===== src/rtl/slot_pkg.sv =====
package slot_pkg;

    localparam int SEG_W = 7;
    localparam int CFG_W = 5;

    localparam int STD_LOW1   = 8;
    localparam int STD_DSO    = 6;
    localparam int STD_HIGH1  = 54;
    localparam int STD_LOW0   = 60;

    localparam int OD_LOW1    = 1;
    localparam int OD_DSO     = 1;
    localparam int OD_HIGH1   = 8;
    localparam int OD_LOW0    = 8;

    localparam int FLEX_HIGH1 = 54;
    localparam int FLEX_LOW0  = 60;
    localparam int FLEX_L_MIN = 8;
    localparam int FLEX_L_MAX = 15;
    localparam int FLEX_D_MIN = 3;
    localparam int FLEX_D_MAX = 10;
    localparam int FLEX_SUM_MAX = 22;
    localparam int FLEX_L_RST = 12;
    localparam int FLEX_D_RST = 7;

    typedef enum logic [1:0] {
        SPD_STD  = 2'd0,
        SPD_OD   = 2'd1,
        SPD_FLEX = 2'd2,
        SPD_ALT  = 2'd3
    } speed_e;

    typedef enum logic [1:0] {
        ST_IDLE = 2'd0,
        ST_LOW  = 2'd1,
        ST_GAP  = 2'd2,
        ST_TAIL = 2'd3
    } seg_e;

    typedef logic [SEG_W-1:0] seg_t;
    typedef logic [CFG_W-1:0] cfg_t;

    typedef struct packed {
        seg_t first;
        seg_t second;
        seg_t third;
        logic is_read;
    } slot_plan_t;

    function automatic int limit(input int v, input int lo, input int hi);
        if (v < lo) return lo;
        if (v > hi) return hi;
        return v;
    endfunction

    function automatic seg_t fit_low1(input cfg_t v);
        return seg_t'(limit(int'(v), FLEX_L_MIN, FLEX_L_MAX));
    endfunction

    function automatic seg_t fit_dso(input seg_t low1, input cfg_t v);
        int d;
        d = limit(int'(v), FLEX_D_MIN, FLEX_D_MAX);
        if (int'(low1) + d > FLEX_SUM_MAX) d = FLEX_SUM_MAX - int'(low1);
        return seg_t'(d);
    endfunction

    function automatic slot_plan_t make_plan(input speed_e spd, input logic wbit,
                                             input seg_t low1, input seg_t dso);
        slot_plan_t p;
        int l, d, h, l0;
        case (spd)
            SPD_OD: begin
                l = OD_LOW1; d = OD_DSO; h = OD_HIGH1; l0 = OD_LOW0;
            end
            SPD_FLEX: begin
                l = int'(low1); d = int'(dso); h = FLEX_HIGH1; l0 = FLEX_LOW0;
            end
            default: begin
                l = STD_LOW1; d = STD_DSO; h = STD_HIGH1; l0 = STD_LOW0;
            end
        endcase
        if (wbit) begin
            p.first   = seg_t'(l);
            p.second  = seg_t'(d);
            p.third   = seg_t'(h);
            p.is_read = 1'b1;
        end else begin
            p.first   = seg_t'(l0);
            p.second  = seg_t'(l + d + h - l0);
            p.third   = seg_t'(1);
            p.is_read = 1'b0;
        end
        return p;
    endfunction

endpackage


===== src/rtl/flex_timing_reg.sv =====
module flex_timing_reg
    import slot_pkg::*;
(
    input  logic clk,
    input  logic rst,
    input  logic wr_en,
    input  cfg_t low1_in,
    input  cfg_t dso_in,
    output seg_t low1_q,
    output seg_t dso_q
);
    seg_t low1_fit;
    seg_t dso_fit;

    always_comb begin
        low1_fit = fit_low1(low1_in);
        dso_fit  = fit_dso(low1_fit, dso_in);
    end

    always_ff @(posedge clk) begin
        if (rst) begin
            low1_q <= seg_t'(FLEX_L_RST);
            dso_q  <= seg_t'(FLEX_D_RST);
        end else if (wr_en) begin
            low1_q <= low1_fit;
            dso_q  <= dso_fit;
        end
    end
endmodule


===== src/rtl/slot_planner.sv =====
module slot_planner
    import slot_pkg::*;
(
    input  speed_e     spd,
    input  logic       wbit,
    input  seg_t       low1,
    input  seg_t       dso,
    output slot_plan_t plan
);
    always_comb plan = make_plan(spd, wbit, low1, dso);
endmodule


===== src/rtl/slot_sequencer.sv =====
module slot_sequencer
    import slot_pkg::*;
(
    input  logic       clk,
    input  logic       rst,
    input  logic       tick,
    input  logic       start,
    input  slot_plan_t plan,
    input  logic       bus_in,
    output logic       pull_low,
    output logic       active,
    output logic       rd_bit,
    output logic       done
);
    seg_e       state;
    seg_t       cnt;
    slot_plan_t plan_q;
    logic       last;

    assign last     = (cnt == seg_t'(1));
    assign pull_low = (state == ST_LOW);
    assign active   = (state != ST_IDLE);

    always_ff @(posedge clk) begin
        if (rst) begin
            state  <= ST_IDLE;
            cnt    <= '0;
            plan_q <= '0;
            rd_bit <= 1'b0;
            done   <= 1'b0;
        end else begin
            done <= 1'b0;
            case (state)
                ST_IDLE: begin
                    if (start) begin
                        plan_q <= plan;
                        cnt    <= plan.first;
                        state  <= ST_LOW;
                    end
                end
                ST_LOW: begin
                    if (tick) begin
                        if (last) begin
                            cnt   <= plan_q.second;
                            state <= ST_GAP;
                        end else begin
                            cnt <= cnt - seg_t'(1);
                        end
                    end
                end
                ST_GAP: begin
                    if (tick) begin
                        if (last) begin
                            if (plan_q.is_read) begin
                                rd_bit <= bus_in;
                                cnt    <= plan_q.third;
                                state  <= ST_TAIL;
                            end else begin
                                state <= ST_IDLE;
                                done  <= 1'b1;
                            end
                        end else begin
                            cnt <= cnt - seg_t'(1);
                        end
                    end
                end
                default: begin
                    if (tick) begin
                        if (last) begin
                            state <= ST_IDLE;
                            done  <= 1'b1;
                        end else begin
                            cnt <= cnt - seg_t'(1);
                        end
                    end
                end
            endcase
        end
    end
endmodule


===== src/rtl/bit_slot_engine.sv =====
module bit_slot_engine
    import slot_pkg::*;
(
    input  logic             clk,
    input  logic             rst,
    input  logic             us_tick,
    input  logic             start,
    input  logic             wr_bit,
    input  logic [1:0]       speed_sel,
    input  logic             cfg_wr,
    input  logic [CFG_W-1:0] cfg_low1,
    input  logic [CFG_W-1:0] cfg_dso,
    input  logic             bus_in,
    output logic             bus_drive_low,
    output logic             rd_bit,
    output logic             done
);
    seg_t       flex_low1;
    seg_t       flex_dso;
    slot_plan_t next_plan;
    logic       slot_active;

    flex_timing_reg u_flex (
        .clk     (clk),
        .rst     (rst),
        .wr_en   (cfg_wr),
        .low1_in (cfg_low1),
        .dso_in  (cfg_dso),
        .low1_q  (flex_low1),
        .dso_q   (flex_dso)
    );

    slot_planner u_plan (
        .spd  (speed_e'(speed_sel)),
        .wbit (wr_bit),
        .low1 (flex_low1),
        .dso  (flex_dso),
        .plan (next_plan)
    );

    slot_sequencer u_seq (
        .clk      (clk),
        .rst      (rst),
        .tick     (us_tick),
        .start    (start),
        .plan     (next_plan),
        .bus_in   (bus_in),
        .pull_low (bus_drive_low),
        .active   (slot_active),
        .rd_bit   (rd_bit),
        .done     (done)
    );
endmodule


===== config.mk =====
export PLATFORM = sky130hd
export DESIGN_NAME = bit_slot_engine
export DESIGN_NICKNAME = d
export VERILOG_FILES = /design/src/rtl/slot_pkg.sv /design/src/rtl/flex_timing_reg.sv /design/src/rtl/slot_planner.sv /design/src/rtl/slot_sequencer.sv /design/src/rtl/bit_slot_engine.sv
export SDC_FILE = /design/constraint.sdc
export NUM_CORES = 1
export LEC_CHECK = 0
export ABC_AREA = 1
export BUFFER_PORTS_ARGS = -buffer_cell sky130_fd_sc_hd__buf_4
export CORE_MARGIN = 4
export CORE_UTILIZATION = 45
export CTS_CLUSTER_DIAMETER = 120
export DETAILED_ROUTE_END_ITERATION = 6
export HOLD_SLACK_MARGIN = 0.08
export MAX_ROUTING_LAYER = met4
export PLACE_DENSITY_LB_ADDON = 0.05
export SETUP_SLACK_MARGIN = 0.2
export SKIP_LAST_GASP = 1
export SLEW_MARGIN = 20
export SYNTH_ARGS = -nofsm -noshare
export SYNTH_HDL_FRONTEND = slang
export SYNTH_SLANG_ARGS = --single-unit

===== constraint.sdc =====
create_clock -name clk -period 5.9 [get_ports clk]
set_input_delay 0.295 -clock clk [delete_from_list [all_inputs] [get_ports clk]]
set_output_delay 0.295 -clock clk [all_outputs]
set_load 0.005 [all_outputs]

==> reports/qor.yml, run 1 <==
synthesis:
  yosysTopAreaCellShare_pct: 25.4
  yosysTopAreaCell: "dfxtp_1"
  ys_seq_area_share_pct: 25.4
  yosysWarnings: 0
  synth-seq-cells: 34
  yosys-top-cells-area: "dfxtp_1 25%, nand2_1 14%, inv_1 9.7%"
  ys_types: 40
  synth_commonest_cells: "99 x nand2_1, 69 x inv_1, 34 x dfxtp_1, 34 x nor2_1, 31 x a21oi_1"
  post_synth.cell_area_avg_sq_um: 6.58
  synthArstFlopShare_pct: 0
  ys.flop_type: "dfxtp_1"
  yosysMostFrequentCell: "nand2_1"
  syn_area_sq_mm: 0.00268
  syn_inst: 407
  synth_edf_count: 0
die:
  start_util_pct: 47.5
  die_area_sq_mm: 0.00725
  core-area_sq_mm: 0.00564
  die_y_um: 85.2
  ioPinCount: 22
  fp.dieW_um: 85.2
  fp-row-count: 27
clock_network:
  clock_latency_ns: 0.29
  path_clk_slew_ns: 0.08
  cts_tree: "built"
  cts.sink_count: 34
  holdBufCountCts: 0
  cts.path.max_buffers: 2
  cts_setup_buffers: 0
  ctsResizeCount: 0
  numCtsBuffers: 5
  htreeDepth: 2
  cts_root_buffer: "clkbuf_8"
timing:
  timing_hold_violations_final: 0
  fmax_mhz: 363
  timing.final.crit_share_pct: 46.7
  worstMarginPinSlew_ns: 0.501
  setup_viol: 0
  post-route-min-period_ns: 2.75
  slew_violations: 0
  setup_tns_ns: 0
  slew_headroom_pct: 66.4
  worst_clock_skew_ns: 0.0115
  rsz0062_at_grt: "false"
cells_and_area:
  fin_util_pct: 52.7
  seqCellArea_sq_um: 681
  fillers: 597
  final_layout_size_suffix_gt1_share_pct: 11.9
  multiInputGateArea_sq_mm: 0.00169
  finish.instance_area_sq_mm: 0.00297
  areaGrowthSynthToFinish_pct: 11.0
  finalNetCount: 474
  diodes: 0
worst_setup_path:
  start_kind: "input port"
  path_max_fanout: 10
  end_kind: "register"
  path_class: "input port to register"
  arrival_ns: 2.98
  required_ns: 6.13
hold_path:
  hp-class: "input port to register"
placed_design:
  routabilityCongestion: 0.920
  dpl-instance-area_sq_mm: 0.00289
  portBuffers: 21
  detailedPlacementHpwl_mm: 5.05
job:
  drv_cap: 0
pwr:
  p_per_area_mw_per_mm2: 359
  vdd_drop_max_mv: 0.237
  p_leak_nw: 1.48
detailed_routing:
  vias_per_cell: 5.06
  wl_per_cell_um: 12.6
  drc: 0
  routed_wl_mm: 6.31
  ant_nets: 0
  initialDrtViolationCount: 103
  vias: 2533
  drt-pass1-iter-count: 4
global_routing:
  overflow: 0
  grt_pass1_vias: 2345
  antenna_found_initial: 0
  grt_start_max_net_pins: 20
  track_usage_pct: 19.4
  grt_pass1_wl_mm: 11.0
run_status:
  outcome: "finished clean"
## cells in the final DEF (no fill, tap or decap), types with 2 or more instances in the layout
cell type  Yosys  routed
buf_4          0      21
a31oi_1        2       2
a21oi_2        2       2
or2_2          4       4
o211ai_1       2       2
fa_1           5       5
o21ai_0       21      21
nor3b_1        2       2
a21oi_1       31      31
inv_1         69      69
nand2_1       99      99
conb_1         2       3
nor2_1        34      34
ha_1          20      20
nor3_1         5       5
nand3_1       29      29
inv_2          5       5
nand2_4        2       2
dfxtp_1       34      34
a21oi_4        3       3
clkbuf_8       0       6
nor2_2         3       3
xnor2_1        2       2
xor2_1         3       3
nand4_1        4       4
o21ai_1        5       5
## area by class of cell
cell class,instances,area share [%]
flip-flops and latches,34,22.9
multi-input cells,294,56.7
repair buffers,21,5.30
clock buffers,6,2.78
inverters,74,9.34
well taps,72,3.03
## sequential cells by signal, indices dropped and copies added (netlist names)
name           cells
u_flex.low1_q      5
u_seq.done         1
u_flex.dso_q       7
u_seq.cnt          7
u_seq.state        2
u_seq.rd_bit       1
u_seq.plan_q      11
## final timing paths
path,from,endpoint,slack (ns),depth (start not counted)
worst min register to register,u_flex.dso_q[4],u_flex.dso_q[4],0.45,2
worst max register to register,u_flex.dso_q[3],u_seq.plan_q[12],3.45,13
worst min-delay path,bus_in,u_seq.rd_bit,0.29,3
worst max-delay path,speed_sel[0],u_seq.plan_q[13],3.15,17
## layer usage
metal	vias up	part of all wire, %	GRT usage [%]
met5	-	0	-
met4	0	1.1	5.18
met3	6	4.5	2.91
met1	1146	52	27.9
met2	42	43	28.0
li1	1339	-	-
## kinds of logic (layout without fill, tap and decap cells)
kind of cell	Yosys count	in the layout	share of synthesized area [%]
flops	34	34	25.4
xor+xnor	5	5	1.64
fa+ha+maj	25	25	13.1
buf+inv	80	101	11.8
other cells	2	3	0.280
compound gates	73	73	16.3
simple gates	188	188	31.5
## power by group
part	switching, mW	internal, mW
logic	0.367	0.205
clock network	0.0835	0.0901
registers	0.0448	0.279
## per-stage QoR
stage | setup slack, ns | power (mW) | std cells | hold WS, ns
global route | 2.93 | 1.18 | 501 | 0.313
CTS | 3.17 | 1.08 | 501 | 0.287
floorplan | 3.27 | 0.779 | 408 | 0.417
global placement | 2.86 | 0.892 | 495 | 0.434
finish | 3.15 | 1.07 | 501 | 0.293
detailed placement | 2.88 | 0.898 | 495 | 0.433
## worst max-delay path, cell delays in order
cell and delay, ns:
buf_4 0.11, inv_1 0.05, ha_1 0.32, nor2_1 0.13
a21oi_1 0.22, ha_1 0.27, ha_1 0.27, inv_1 0.05
ha_1 0.19, inv_1 0.09, fa_1 0.37, inv_1 0.10
nand3_1 0.08, nand2_1 0.09, xor2_1 0.14, o21ai_0 0.09
a21oi_1 0.12
Power figures use the tool's default switching activity.
==> run 2: changes to the inputs <==
- ABC_AREA: 1 -> 0
- clock period: 5.9 -> 2.81 ns (I/O delays scaled with it)
==> run 2 against run 1 <==
- synthesized area shrank 4.3%
- highest routed layer unchanged
- wire length grew 0.33%
- design area grew 4.8%
- via count shrank 3.2%
- critical path type unchanged
==> reports/qor.yml, run 2 <==
run_status:
  outcome: "finished clean"
synthesis:
  yosysTopAreaCell: "dfxtp_1"
  syn_area_sq_mm: 0.00256
  ys.flop_type: "dfxtp_1"
  synth-seq-cells: 34
  yosys-top-cells-area: "dfxtp_1 27%, ha_1 9.8%, a21oi_1 6.6%"
  synthXorXnorAreaFrac_pct: 2.73
  ys_seq_area_share_pct: 26.5
  synthArstFlopShare_pct: 0
  synth-simple-area-share_pct: 22.6
  synth_edf_count: 0
  synth_fa_ha_area_share_pct: 14.1
  post_synth.cell_area_avg_sq_um: 7.65
  syn_inst: 335
  ys_types: 57
  synthMuxAreaShare_pct: 2.00
  yosysWarnings: 0
  synth_commonest_cells: "34 x a21oi_1, 34 x dfxtp_1, 32 x nor2_1"
  yosysTopAreaCellShare_pct: 26.5
  synth_top_family_by_area: "compound AO/OA/AOI/OAI gates"
  synth_compound_area_share_pct: 24.8
die:
  core-area_sq_mm: 0.00551
  fp-row-count: 27
  die_area_sq_mm: 0.00697
  die_y_um: 83.5
  fp.dieW_um: 83.5
  ioPinCount: 22
  start_util_pct: 46.6
pwr:
  power_frac_seq_pct: 39.7
  vdd_drop_max_mv: 0.240
  p_per_area_mw_per_mm2: 444
  sw_frac_of_total_pct: 32.2
  p_int_uw: 939
  p_leak_nw: 1.30
  total_power_mw: 1.39
  switching_power_uw: 447
  clkPwrFrac_pct: 26.6
  p_comb_share_pct: 33.7
timing:
  slew_violations: 0
  setup_viol: 0
  timing_hold_violations_final: 0
  timing.final.crit_share_pct: 96.5
  post-route-min-period_ns: 2.71
  worstMarginPinSlew_ns: 0.571
  slew_headroom_pct: 61.9
  hold_slack_ns: 0.0987
  fmax_mhz: 369
  worst_clock_skew_ns: 0.00200
  rsz0062_at_grt: "true"
clock_network:
  htreeDepth: 2
  cts.path.max_buffers: 2
  cts.sink_count: 34
  path_clk_slew_ns: 0.07
  cts_root_buffer: "clkbuf_8"
  cts_tree: "built"
  clock_latency_ns: 0.27
  numCtsBuffers: 5
detailed_routing:
  vias_per_cell: 5.53
  initialDrtViolationCount: 160
  drc: 0
  routed_wl_mm: 6.33
  wl_per_cell_um: 14.3
  ant_nets: 0
  vias: 2452
  drt-pass1-iter-count: 4
cells_and_area:
  fillers: 532
  finalNetCount: 414
  final_common_cell: "buf_4"
  final_layout_size_suffix_gt1_share_pct: 22.4
  reg.largest.list: "u_seq.plan_q x11, u_flex.dso_q x7, u_seq.cnt x7"
  layout_common_cells: "42 x buf_4, 32 x a21oi_1, 32 x nor2_1, 32 x dfxtp_1, 27 x nand2_1"
  multiInputGateArea_sq_mm: 0.00182
  largest_register: "u_seq.plan_q"
  diodes: 0
  seqCellArea_sq_um: 683
  areaGrowthSynthToFinish_pct: 21.6
  largest_reg_flops: 11
  fin_util_pct: 56.6
placed_design:
  routabilityCongestion: 0.893
  detailedPlacementHpwl_mm: 4.90
  portBuffers: 21
worst_setup_path:
  end_kind: "register"
  path_class: "input port to register"
  cpMaxStageDelayCell: "fa_1"
  reg2reg_to: "u_seq.plan_q[14]"
  arrival_ns: 2.92
  rrSetupSlack_ns: 0.11
  crit_top_cell: "ha_4"
  reg2reg_depth: 12
  slowest_delay_ns: 0.51
  rr_startpoint: "u_flex.dso_q[3]"
  cp-startpoint: "speed_sel[0]"
  required_ns: 3.01
  crit_path_end: "u_seq.plan_q[14]"
  start_kind: "input port"
  path_max_fanout: 2
  worstPathCellList: "buf_4, inv_1, ha_4, nor2b_4, and2_4, ha_4, inv_2, fa_1, inv_2, ha_4, o21ai_2, o21bai_1, a21oi_2, xnor2_1, or4_1, a41oi_2"
global_routing:
  antenna_found_initial: 0
  track_usage_pct: 19.5
  overflow: 0
  grt_start_max_net_pins: 31
  grt_pass1_wl_mm: 11.2
  grt_pass1_vias: 2405
job:
  drv_cap: 0
hold_path:
  hp-class: "input port to register"
[run 2: how the worst min path moves through the flow]
stage / slack [ns] / from / cells past startpoint / end
2_1_floorplan: 0.25 / rst / 2 / u_flex.low1_q[2]
3_3_place_gp: 0.38 / bus_in / 3 / u_seq.rd_bit
3_5_place_dp: 0.38 / bus_in / 3 / u_seq.rd_bit
4_1_cts: 0.09 / bus_in / 3 / u_seq.rd_bit
5_1_grt: 0.12 / bus_in / 3 / u_seq.rd_bit
6_report: 0.1 / bus_in / 3 / u_seq.rd_bit
[run 2: kinds of logic (layout without fill, tap and decap cells)]
family                     after synthesis  in the layout
buffers and inverters                   44             79
AOI/OAI and AO/OA                      100            100
DFF                                     34             34
other                                    2              3
and+or+nand+nor                        116            116
adders and majority gates               26             26
muxes                                    5              5
xor gates and xnor gates                 8              8
[run 2: per-stage QoR]
| step | TNS (ns) | setup slack, ns | area, sq um | instances |
|---|---|---|---|---|
| floorplan | -0.234 | -0.234 | 2600 | 336 |
| global placement | -0.249 | -0.249 | 2940 | 435 |
| detailed placement | -0.313 | -0.290 | 2940 | 435 |
| CTS | 0 | 0.0857 | 3060 | 443 |
| global route | -0.0117 | -0.0117 | 3120 | 443 |
| finish | 0 | 0.0980 | 3120 | 443 |
[run 2: power groups by stage]
stage	Combinational [mW]	Sequential (mW)	Clock (mW)
after CTS	0.447	0.549	0.378
after detailed placement	0.429	0.560	0
after floorplan	0.312	0.543	0
after global placement	0.427	0.560	0
final	0.467	0.550	0.368
after global routing	0.530	0.556	0.396
[run 2: critical path: cells and delay by family]
family | cells | cell delay, ns
xor gates and xnor gates | 1 | 0.13
AOI/OAI and AO/OA | 4 | 0.49
and+or+nand+nor | 3 | 0.61
buffers and inverters | 4 | 0.21
adders and majority gates | 4 | 1.32
[run 2: layer usage]
metal | global-route usage, % | vias to the layer above | wire, um
met2 | 32.7 | 45 | 3110
met4 | 3.22 | 0 | 27
met5 | - | - | 0
li1 | - | 1268 | -
met1 | 25.5 | 1137 | 2960
met3 | 3.06 | 2 | 240
[run 2: cell type report]
type | instances | share of cell area, %
multi-input combinational | 258 | 58.4
sequential | 34 | 21.9
timing repair buffer | 43 | 10.5
inverter | 28 | 3.37
tap | 72 | 2.89
clock buffer | 7 | 2.77
clock inverter | 1 | 0.161
[run 2: repair_timing]
| item | in CTS | in global routing |
|---|---|---|
| setup buffers | 0 | 0 |
| pin swaps | 5 | 9 |
| endpoints found under the setup margin | 1 | 3 |
| hold buffers | 0 | 0 |
| resized for setup | 8 | 19 |
==> run 3: changes to the inputs <==
- CORE_UTILIZATION: 45 -> 55
- GPL_ROUTABILITY_DRIVEN: unset -> 0
==> run 3 against run 2 <==
- die area fell by 17%
- sequential cell count did not move
- via count rose by 4.1%
- design area fell by 2.2%
- first-iteration DRC count rose by 130%
- register-to-register slack got worse by 0.02 ns
- utilization rose by 12 points
- wire length fell by 0.74%
- worst setup slack got worse by 0.011 ns
- count of clock-buffer cells in the layout did not move
- sequential share of layout area rose by 0.42 points
- global-route usage rose by 3.1 points
- critical path type is now register to register
- largest cell class unchanged
==> reports/qor.yml, run 3 (same netlist as run 2, synthesis figures left out) <==
pwr:
  total_power_mw: 1.39
  vdd_drop_max_mv: 0.261
  p_leak_nw: 1.30
  p_per_area_mw_per_mm2: 455
worst_setup_path:
  cp-startpoint: "u_flex.dso_q[3]"
  rrSetupSlack_ns: 0.09
  required_ns: 3.02
  crit_path_end: "u_seq.plan_q[14]"
  path_class: "register to register"
  reg2reg_to: "u_seq.plan_q[14]"
  arrival_ns: 2.94
  start_kind: "register"
  rr_startpoint: "u_flex.dso_q[3]"
  cp_top_family: "adder cells"
  cpMaxStageDelayCell: "fa_1"
  reg2reg_depth: 12
  cp.depth: 12
  worstPathCellList: "and2_4, ha_1, inv_1, fa_1, inv_2, ha_4, o21ai_2, o21bai_1, a21oi_1, xnor2_1, or4_1, a41oi_2"
  slowest_delay_ns: 0.50
  critPathBufInv: 2
  path_max_fanout: 2
  end_kind: "register"
global_routing:
  antenna_found_initial: 0
  grt_pass1_vias: 2344
  grt_pass1_wl_mm: 10.7
  overflow: 0
  grt_start_max_net_pins: 31
  track_usage_pct: 22.6
cells_and_area:
  finalNetCount: 414
  reg.largest.list: "u_seq.plan_q x11, u_flex.dso_q x7, u_seq.cnt x7"
  largest_register: "u_seq.plan_q"
  fillers: 402
  multiInputGateArea_sq_mm: 0.00178
  final_cells: 423
  diodes: 0
  final_layout_size_suffix_gt1_share_pct: 19.4
  areaGrowthSynthToFinish_pct: 18.9
  layout_common_cells: "43 x buf_4, 34 x a21oi_1, 34 x dfxtp_1"
  largest_reg_flops: 11
  seqCellArea_sq_um: 681
  finish.instance_area_sq_mm: 0.00305
  final_common_cell: "buf_4"
  fin_util_pct: 68.6
die:
  core-area_sq_mm: 0.00444
  die_area_sq_mm: 0.00582
  die_y_um: 76.3
  fp.dieW_um: 76.3
  fp-row-count: 24
  ioPinCount: 22
  start_util_pct: 57.7
detailed_routing:
  initialDrtViolationCount: 365
  vias: 2552
  wl_per_cell_um: 14.8
  routed_wl_mm: 6.28
  vias_per_cell: 6.03
  drc: 0
  ant_nets: 0
  drt-pass1-iter-count: 5
timing:
  setup_viol: 0
  hold_slack_ns: 0.0859
  timing_hold_violations_final: 0
  fmax_mhz: 367
  rsz0062_at_grt: "true"
  slew_violations: 0
  slew_headroom_pct: 61.7
  worstMarginPinSlew_ns: 0.575
  worst_clock_skew_ns: 0.00513
  timing.final.crit_share_pct: 96.9
  post-route-min-period_ns: 2.72
clock_network:
  cts_tree: "built"
  path_clk_slew_ns: 0.07
  numCtsBuffers: 5
  holdBufCountCts: 0
  cts_root_buffer: "clkbuf_8"
  htreeDepth: 2
  cts.sink_count: 34
  cts.path.max_buffers: 2
  clock_latency_ns: 0.29
hold_path:
  hp-class: "input port to register"
run_status:
  outcome: "finished clean"
placed_design:
  detailedPlacementHpwl_mm: 4.82
  portBuffers: 21
  place_inst: 413
  dpl-instance-area_sq_mm: 0.00290
job:
  drv_cap: 0
run 3: cell count changes in the layout (fill, tap and decap cells not counted), moves of 2 or more:
cell,before,now
inv_1,22,26
inv_2,6,2
a21oi_1,32,34
a21oi_2,2,0
dfxtp_1,32,34
dfxtp_2,2,0
ha_1,14,16
ha_4,5,3
o21ai_1,2,4
run 3: layout make-up:
cell class | count | area share [%]
Inverter | 28 | 3.45
Multi-Input combinational cell | 258 | 58.5
Sequential cell | 34 | 22.3
Tap cell | 52 | 2.13
Clock buffer | 7 | 2.83
Clock inverter | 1 | 0.164
Timing Repair Buffer | 43 | 10.6
run 3: worst min-delay path by stage:
stage	start	endpoint	slack, ns	depth (start not counted)
floorplan	rst	u_flex.low1_q[2]	0.25	2
global placement	bus_in	u_seq.rd_bit	0.38	3
global route	us_tick	u_seq.state[0]	0.13	2
CTS	bus_in	u_seq.rd_bit	0.08	3
finish	bus_in	u_seq.rd_bit	0.09	3
detailed placement	bus_in	u_seq.rd_bit	0.38	3
run 3: metal layers:
metal  part of all wire [%]  GRT usage, %  vias to the layer above
li1                       -             -                     1254
met1                     45          29.2                     1191
met2                     47          35.1                       88
met3                    5.9          4.02                       19
met4                    2.2          8.88                        0
met5                      0             -                        -
run 3: power by group:
group / total [mW] / internal, mW / switching [mW]
logic: 0.464 / 0.225 / 0.239
clock network: 0.371 / 0.198 / 0.173
registers: 0.551 / 0.514 / 0.0369
total: 1.39 / 0.936 / 0.449
run 3: timing repair:
item | CTS | global route
resized for setup | 8 | 6
pin swaps | 5 | 2
buffers inserted | 1 | 1
endpoints found under the setup margin | 1 | 4
run 3: tightest hold or removal path, stage by stage:
cell and delay (ns):
buf_4 0.08, mux2i_1 0.05, nor2_1 0.07
run 3: stage by stage:
stage | TNS [ns] | setup WS, ns
after floorplan | -0.234 | -0.234
after global placement | -0.218 | -0.218
after detailed placement | -0.379 | -0.333
after CTS | 0 | 0.0821
after global routing | -0.0444 | -0.0444
final | 0 | 0.0871
